===== src/rtl/progbus_pkg.sv =====
package progbus_pkg;

  typedef enum logic [1:0] {
    ST_IDLE  = 2'd0,
    ST_SHIFT = 2'd1,
    ST_LATCH = 2'd2
  } seqState_t;

  // strobes from sequencer to lane datapath
  typedef struct packed {
    logic load;   // capture parallel words
    logic shift;  // advance every lane by one bit
    logic clear;  // zero the lanes at end of transfer
  } laneCmd_t;

endpackage


===== src/rtl/progSeq.sv =====
module progSeq
  import progbus_pkg::*;
#(
  parameter int WORD_W   = 24,
  parameter int HALF_DIV = 2
) (
  input  logic     clk,
  input  logic     rstN,
  input  logic     start,
  output laneCmd_t cmd,
  output logic     busy,
  output logic     serClk,
  output logic     latchOut
);

  localparam int PH_W  = $clog2(2 * HALF_DIV) + 1;
  localparam int BIT_W = $clog2(WORD_W) + 1;
  localparam logic [PH_W-1:0]  HALF_END  = PH_W'(HALF_DIV - 1);
  localparam logic [PH_W-1:0]  LATCH_END = PH_W'(2 * HALF_DIV - 1);
  localparam logic [BIT_W-1:0] LAST_BIT  = BIT_W'(WORD_W - 1);

  seqState_t        state;
  logic [PH_W-1:0]  phase;
  logic [BIT_W-1:0] bitCnt;
  logic             clkReg;
  logic             latchReg;

  logic halfDone;
  logic latchDone;
  logic lastBit;

  always_comb begin
    halfDone  = (phase == HALF_END);
    latchDone = (phase == LATCH_END);
    lastBit   = (bitCnt == LAST_BIT);
    cmd.load  = (state == ST_IDLE) && start;
    cmd.shift = (state == ST_SHIFT) && halfDone && clkReg && !lastBit;
    cmd.clear = (state == ST_LATCH) && latchDone;
  end

  always_ff @(posedge clk) begin
    if (!rstN) begin
      state    <= ST_IDLE;
      phase    <= '0;
      bitCnt   <= '0;
      clkReg   <= 1'b0;
      latchReg <= 1'b0;
    end else begin
      unique case (state)
        ST_IDLE: begin
          if (start) begin
            state  <= ST_SHIFT;
            phase  <= '0;
            bitCnt <= '0;
            clkReg <= 1'b0;
          end
        end
        ST_SHIFT: begin
          if (halfDone) begin
            phase  <= '0;
            clkReg <= ~clkReg;
            if (clkReg) begin
              if (lastBit) begin
                state    <= ST_LATCH;
                latchReg <= 1'b1;
              end else begin
                bitCnt <= bitCnt + 1'b1;
              end
            end
          end else begin
            phase <= phase + 1'b1;
          end
        end
        ST_LATCH: begin
          if (latchDone) begin
            phase    <= '0;
            latchReg <= 1'b0;
            state    <= ST_IDLE;
          end else begin
            phase <= phase + 1'b1;
          end
        end
        default: state <= ST_IDLE;
      endcase
    end
  end

  assign busy     = (state != ST_IDLE);
  assign serClk   = clkReg;
  assign latchOut = latchReg;

endmodule


===== src/rtl/progLanes.sv =====
module progLanes
  import progbus_pkg::*;
#(
  parameter int LANES  = 5,
  parameter int WORD_W = 24
) (
  input  logic                    clk,
  input  logic                    rstN,
  input  laneCmd_t                cmd,
  input  logic [LANES*WORD_W-1:0] wordsIn,
  output logic [LANES-1:0]        laneData
);

  for (genvar gi = 0; gi < LANES; gi++) begin : gLane
    logic [WORD_W-1:0] shReg;

    always_ff @(posedge clk) begin
      if (!rstN) begin
        shReg <= '0;
      end else if (cmd.load) begin
        shReg <= wordsIn[gi*WORD_W +: WORD_W];
      end else if (cmd.clear) begin
        shReg <= '0;
      end else if (cmd.shift) begin
        shReg <= {shReg[WORD_W-2:0], 1'b0};
      end
    end

    assign laneData[gi] = shReg[WORD_W-1];
  end

endmodule


===== src/rtl/progRecvModel.sv =====
module progRecvModel #(
  parameter int LANES   = 5,
  parameter int WORD_W  = 24,
  parameter int SKIP_W  = 5,
  parameter int FIRST_W = 8
) (
  input  logic                                  clk,
  input  logic                                  rstN,
  input  logic                                  serClk,
  input  logic                                  latchIn,
  input  logic [LANES-1:0]                      laneData,
  output logic [(LANES-1)*(WORD_W-SKIP_W)-1:0]  pllField,
  output logic [FIRST_W-1:0]                    ctrlFirst,
  output logic [WORD_W-FIRST_W-1:0]             ctrlLast
);

  localparam int KEEP_W = WORD_W - SKIP_W;
  localparam int LAST_W = WORD_W - FIRST_W;
  localparam int CTL    = LANES - 1;

  logic clkQ;
  logic latchQ;
  logic sampleEn;
  logic updateEn;

  always_ff @(posedge clk) begin
    if (!rstN) begin
      clkQ   <= 1'b0;
      latchQ <= 1'b0;
    end else begin
      clkQ   <= serClk;
      latchQ <= latchIn;
    end
  end

  assign sampleEn = serClk && !clkQ;
  assign updateEn = latchIn && !latchQ;

  logic [WORD_W-1:0] capReg [LANES];

  for (genvar gi = 0; gi < LANES; gi++) begin : gCap
    always_ff @(posedge clk) begin
      if (!rstN)
        capReg[gi] <= '0;
      else if (sampleEn)
        capReg[gi] <= {capReg[gi][WORD_W-2:0], laneData[gi]};
    end
  end

  for (genvar gp = 0; gp < CTL; gp++) begin : gPll
    always_ff @(posedge clk) begin
      if (!rstN)
        pllField[gp*KEEP_W +: KEEP_W] <= '0;
      else if (updateEn)
        pllField[gp*KEEP_W +: KEEP_W] <= capReg[gp][KEEP_W-1:0];
    end
  end

  always_ff @(posedge clk) begin
    if (!rstN) begin
      ctrlFirst <= '0;
      ctrlLast  <= '0;
    end else if (updateEn) begin
      ctrlFirst <= capReg[CTL][WORD_W-1 -: FIRST_W];
      ctrlLast  <= capReg[CTL][LAST_W-1:0];
    end
  end

endmodule


===== src/rtl/synthProgBus.sv =====
module synthProgBus
  import progbus_pkg::*;
#(
  parameter int LANES    = 5,
  parameter int WORD_W   = 24,
  parameter int HALF_DIV = 2,
  parameter int SKIP_W   = 5,
  parameter int FIRST_W  = 8
) (
  input  logic                                 clk,
  input  logic                                 rstN,
  input  logic                                 start,
  input  logic [LANES*WORD_W-1:0]              wordsIn,
  output logic                                 busy,
  output logic                                 serClk,
  output logic                                 latchOut,
  output logic [LANES-1:0]                     laneData,
  output logic [(LANES-1)*(WORD_W-SKIP_W)-1:0] pllField,
  output logic [FIRST_W-1:0]                   ctrlFirst,
  output logic [WORD_W-FIRST_W-1:0]            ctrlLast
);

  laneCmd_t cmd;

  progSeq #(.WORD_W(WORD_W), .HALF_DIV(HALF_DIV)) uSeq (
    .clk(clk), .rstN(rstN), .start(start), .cmd(cmd),
    .busy(busy), .serClk(serClk), .latchOut(latchOut)
  );

  progLanes #(.LANES(LANES), .WORD_W(WORD_W)) uLanes (
    .clk(clk), .rstN(rstN), .cmd(cmd), .wordsIn(wordsIn), .laneData(laneData)
  );

  progRecvModel #(.LANES(LANES), .WORD_W(WORD_W), .SKIP_W(SKIP_W), .FIRST_W(FIRST_W)) uRecv (
    .clk(clk), .rstN(rstN), .serClk(serClk), .latchIn(latchOut), .laneData(laneData),
    .pllField(pllField), .ctrlFirst(ctrlFirst), .ctrlLast(ctrlLast)
  );

endmodule


===== config.mk =====
export PLATFORM = sky130hd
export DESIGN_NAME = synthProgBus
export DESIGN_NICKNAME = d
export VERILOG_FILES = /design/src/rtl/progbus_pkg.sv /design/src/rtl/progSeq.sv /design/src/rtl/progLanes.sv /design/src/rtl/progRecvModel.sv /design/src/rtl/synthProgBus.sv
export SDC_FILE = /design/constraint.sdc
export NUM_CORES = 1
export LEC_CHECK = 0
export ABC_AREA = 1
export ABC_CLOCK_PERIOD_IN_PS = 21900
export BUFFER_PORTS_ARGS = -buffer_cell sky130_fd_sc_hd__buf_2
export CAP_MARGIN = 20
export CORE_ASPECT_RATIO = 0.6
export CORE_MARGIN = 8
export CORE_UTILIZATION = 58
export CTS_BUF_LIST = sky130_fd_sc_hd__clkbuf_2 sky130_fd_sc_hd__clkbuf_4 sky130_fd_sc_hd__clkbuf_8
export DETAILED_ROUTE_END_ITERATION = 12
export PLACE_DENSITY = 0.82
export RECOVER_POWER = 100
export SETUP_SLACK_MARGIN = 0.02
export SLEW_MARGIN = 20
export SYNTH_ARGS = -nofsm -noshare
export SYNTH_HDL_FRONTEND = slang
export SYNTH_SLANG_ARGS = --single-unit

===== constraint.sdc =====
create_clock -name clk -period 21.9 [get_ports clk]
set_input_delay 4.38 -clock clk [delete_from_list [all_inputs] [get_ports clk]]
set_output_delay 4.38 -clock clk [all_outputs]
set_load 0.02 [all_outputs]

* Word level (Yosys, flattened, before mapping)
Memories as Yosys holds them, arrays and structs flattened.
Cells that the tools add are included.
** Cells by class
- $add $sub $neg :: 2
- Equal/unequal tests :: 11
- Mux-type cells :: 47
- Bitwise logic cells :: 6
- Reductions and logical operators :: 21
** Operators by type and width (number)
- 2-to-1 mux 24 bit :: 20
- 2-to-1 mux 6 bit :: 4
- AND reduction 5 bit :: 3
- case mux 6 bit (2 select lines) :: 1
- 2-to-1 mux 1 bit :: 10
- 2-to-1 mux 2 bit :: 5
- 2-to-1 mux 3 bit :: 3
- case mux 3 bit (3 select lines) :: 1
- != test 2 x 1 -> 1 bit, second input constant :: 4
- logical AND 1 bit :: 7
- adder 6 x 1 -> 6 bit, second input constant :: 1
- == test 6 x 5 -> 1 bit, second input constant :: 1
- case mux 2 bit (3 select lines) :: 1
- nonzero test 2 bit :: 3
- nonzero test 3 bit :: 2
- bitwise OR 1 bit :: 5
- != test 2 bit, second input constant :: 2
- case mux 1 bit (2 select lines) :: 2
- adder 3 x 1 -> 3 bit, second input constant :: 1
- == test 3 x 1 -> 1 bit, second input constant :: 1
- == test 3 x 2 -> 1 bit, second input constant :: 1
- zero test 1 bit :: 3
- AND reduction 3 bit :: 1
- == test 2 x 1 -> 1 bit, second input constant :: 1
- 4 further kinds :: 4
** Storage, ports and cells
- Register bits :: 235
- Bits in writable memories :: 120
- Input bits :: 123
- Output and inout bits :: 108
- Word-level logic and storage cells :: 106
- Memories kept :: 1
** Memory list
- uRecv.capReg :: words 5, bits a word 24, read ports 5, clocked after Yosys merged registers in 0, wr ports 5, RTL line progRecvModel.sv:39 : logic [WORD_W-1:0] capReg [LANES];

* Logic depth before layout (Yosys ltp)
- Depth after elaboration :: 7
- Gate-level depth with buffers :: 12
- Depth with buffers taken out :: 11

* By module
A second synthesis with hierarchy kept.
** Second synthesis, totals
- Cell total of the unflattened synthesis :: 1811
- Area total of the unflattened synthesis :: 14146.1 µm²
** Modules (own cells, without submodules)
- progRecvModel :: times used 1, cells an instance 870, area each 7759.9 µm², seq. area each 5044.8 µm²
- progLanes :: times used 1, cells an instance 802, area each 5461.5 µm², seq. area each 2402.3 µm²
- progSeq :: times used 1, cells an instance 139, area each 924.6 µm², seq. area each 260.2 µm²

* Worst setup path after synthesis
No wires, ideal clock.
- Path type :: input to register
- From :: input rstN
- To :: memory uRecv.capReg[0][0] (enable)
- Library setup time :: 1480 ps
- Arrival :: 7923 ps
- Required time :: 20420 ps
- Setup slack :: 12496 ps
- Stages :: 3
- Buffers on the path :: 2
- Path through :: clkbuf_1 clkbuf_1 o21ai_0
** RTL lines
- start: declaration :: RTL line synthProgBus.sv:11 : input logic rstN,
- end: declaration :: RTL line progRecvModel.sv:39

* Worst setup path in the final report
- From :: input rstN
- To :: register uLanes.gLane[0].shReg[10]
** RTL lines
- end signal: assignment :: RTL line progLanes.sv:21 : shReg <= wordsIn[gi*WORD_W +: WORD_W];
- end signal: assignment :: RTL line progLanes.sv:25 : shReg <= {shReg[WORD_W-2:0], 1'b0};
- end: declaration :: RTL line progLanes.sv:15 : logic [WORD_W-1:0] shReg;
No word-level cell between the ends.

==> metrics <==
Final Routed Wirelength 31,720 microns; count of different cell masters after synthesis 24; commonest cells in the netlist nand2_1 (507), dfxtp_1 (235), a21oi_1 (220); Worst path max stage delay 2220 ps; CP startpoint rstN; GRT Util Overall 20.77%; Post-Syn Area per Cell 8.013 sq um; via-per-instance ratio 5.118; largest net degree at the start of global routing 138; Synth Register Bits 335; starting density of the core 59.30%; drt drc 0; final setup violation count 0; CP Capture Type register; CTS max path bufs 3; vias post-DR 11,420; clock buffer count from CTS 47; Crit-path slowest cell clkinvlp_2; Area Overhead vs Synth 14.29%; detailed router's first-iteration violation count 1,093; final net count 2,009; Final TNS setup 0 ps; share of synthesized flip-flops with an asynchronous set or reset 0%; WHS 475.6 ps; H-tree levels 2; drt pass-1 iters 7; clk root buf clkbuf_8; # rows 43; clock power share 27.2%; CP Buf/Inv Count 4; Chip Height 135.3 microns; worst skew pair latency 580 ps; Leak Pwr 6.621 nW; initial antenna violation count 0; Comb power frac 27.9%; Post-CTS Setup Repair Bufs 0; top-count cell post-synth nand2_1; HPWL after detailed placement 19,960 microns; Post-Syn Area 0.01375 sq mm; buffers added on ports 230; DRT antenna net count 0; die area 0.02905 sq mm; largest area contributor in the netlist dfxtp_1; post-synthesis sequential area ratio 56.05%; Hold Vio Cnt, Final 0; fraction of layout cells with a size suffix above 1 11.84%; Pwr per Cell Area 126.0 mW/mm^2; Post-synth EDFFs 100; wire per inst 14.21 microns; Arr. time, crit path 11,940 ps; worst r2r src uSeq.serClk; crit path cell chain clkbuf_1 -> clkbuf_1 -> clkinvlp_2 -> clkbuf_1 -> a21oi_1; top cell type's share of synthesized area 34.21%; Hold Crit Class reg -> reg; Crit path max-delay family buffers and inverters; max-cap viol count 8; n_diodes 0; Max Transition Viols Final 449; period utilization 52.54%; Core ar. 0.02319 sq mm; CP Data Required Time 22,330 ps; syn_nets 1,847; failing checks max-capacitance violations, max-slew violations; cell internal pwr 1.266 mW; number of global-route vias before repair 10,510; grt ovf 0; global-route wire length before repair 51,590 microns; Area contributors post-synth dfxtp_1 (34%), edfxtp_1 (22%), nand2_1 (14%); switching portion of total power 36.07%; Crit Path Category in -> reg; Worst-path clk slew 70 ps; RePlAce Congestion 0.8155; Die W 214.8 microns; hold_sp uSeq.latchOut; Top FF cell, synth dfxtp_1; NetSw 0.7142 mW; RSZ-0062 raised after global routing false; Clock Sinks 335; Synth Warn # 0; post-CTS sizing 0; startpoint types primary input; worst-case clock skew 26.77 ps; Cells after Synth 1,716; CP max FO 77; Flop pwr share 44.8%; IO Count 231; Most common cell on crit path clkbuf_1; fillers 1,948; CTS Hold Bufs 0; Tmin final 11,510 ps; Fmax achieved 86.92 MHz; actual slew at the worst max-slew pin 4257 ps; relative slew slack -183.8%; CTS tree done; outcome finished with violations; Max IR drop VDD 0.00007218 V
-- cells in the final DEF (no fill, tap or decap) --
master | synthesis | layout
nand2_1 | 507 | 507
dfxtp_1 | 235 | 235
a21oi_1 | 220 | 220
nor2_1 | 137 | 137
nand3_1 | 129 | 129
inv_1 | 127 | 126
buf_2 | 56 | 121
clkbuf_1 | 48 | 113
o21ai_0 | 108 | 108
edfxtp_1 | 100 | 100
clkbuf_8 | 0 | 58
clkbuf_4 | 0 | 19
ha_1 | 8 | 8
clkinv_2 | 0 | 7
bufinv_16 | 0 | 3
buf_4 | 17 | 3
nand4_1 | 2 | 2
inv_2 | 3 | 2
inv_6 | 0 | 2
buf_16 | 0 | 2
nor2_4 | 0 | 1
nor3_2 | 1 | 1
clkinv_1 | 2 | 1
nand3_2 | 1 | 1
nand2_4 | 0 | 1
nand2_2 | 3 | 1
o21ai_1 | 1 | 1
nand2_8 | 0 | 1
clkinvlp_2 | 0 | 1
nor2_2 | 2 | 1
nor3_1 | 1 | 1
o21a_1 | 1 | 1
or2_0 | 0 | 1
clkinvlp_4 | 0 | 1
buf_6 | 6 | 1
-- cells by family (layout without fill, tap and decap cells) --
group,after synthesis,after routing,share of synthesized area (%)
adder cells (fa/ha/maj),8,8,0.7280
AO/OA/AOI/OAI,330,330,12.03
AND/OR/NAND/NOR,784,784,22.82
buffers and inverters,259,460,8.371
flip-flops,335,335,56.05
-- power by group through the flow --
stage          clock, mW  sequential [mW]  combinational (mW)
2_1_floorplan          0            0.983               0.325
3_3_place_gp           0            0.886               0.561
3_5_place_dp           0            0.891               0.571
4_1_cts            0.552            0.881               0.575
5_1_grt            0.582            0.905               0.620
6_report           0.539            0.888               0.553
-- flip-flops by register name, summed over array words and instances (netlist names) --
register / count
uRecv.capReg: 100
uSeq.latchOut: 1
uRecv.ctrlLast: 16
uRecv.latchQ: 1
uRecv.clkQ: 1
uRecv.pllField: 76
uSeq.bitCnt: 6
uSeq.state: 2
uSeq.phase: 3
uRecv.ctrlFirst: 8
uSeq.serClk: 1
uLanes.gLane.shReg: 120
-- per-layer routing --
metal	part of all wire [%]	GRT usage, %	up-vias	wire length (microns)
li1	-	-	5845	-
met1	48	29.38	5241	15170
met2	45	31.72	294	14320
met3	5.5	4.839	43	1737
met4	1.6	5.728	0	493
met5	0	0	-	0
-- path summary, 6_finish.rpt --
kind,cells past startpoint,slack (ps),to
max,5,10390,uLanes.gLane[0].shReg[10]
min,2,480,uRecv.latchQ
max reg2reg,3,15370,uRecv.capReg[4][6]
min reg2reg,2,480,uRecv.latchQ
-- cell type report --
class	count	area (sq um)	area share (%)
Tap cell	315	394.1	2.508
Sequential cell	335	7707	49.04
Timing Repair Buffer	240	1119	7.117
Clock inverter	11	136.4	0.8678
Clock buffer	77	940.9	5.987
Multi-Input combinational cell	1122	4916	31.28
Inverter	132	503.0	3.200
-- stage by stage --
step	cells	worst slack [ps]	utilization, %	cell area (sq um)	power (mW)
after detailed placement	2142	14630	63.59	14750	1.462
after floorplan	1716	12500	-	13750	1.307
after CTS	2230	15230	68.24	15820	2.008
after global placement	2142	14660	63.55	14740	1.447
final	2232	10390	67.78	15720	1.980
after global routing	2232	9757	67.78	15720	2.107
-- worst register-to-register path: stages (launching register included) --
cell      delay [ps]
dfxtp_1          370
inv_1            100
o21ai_0         2360
clkbuf_1        3130
No activity file was read; power rests on OpenSTA's default activity.
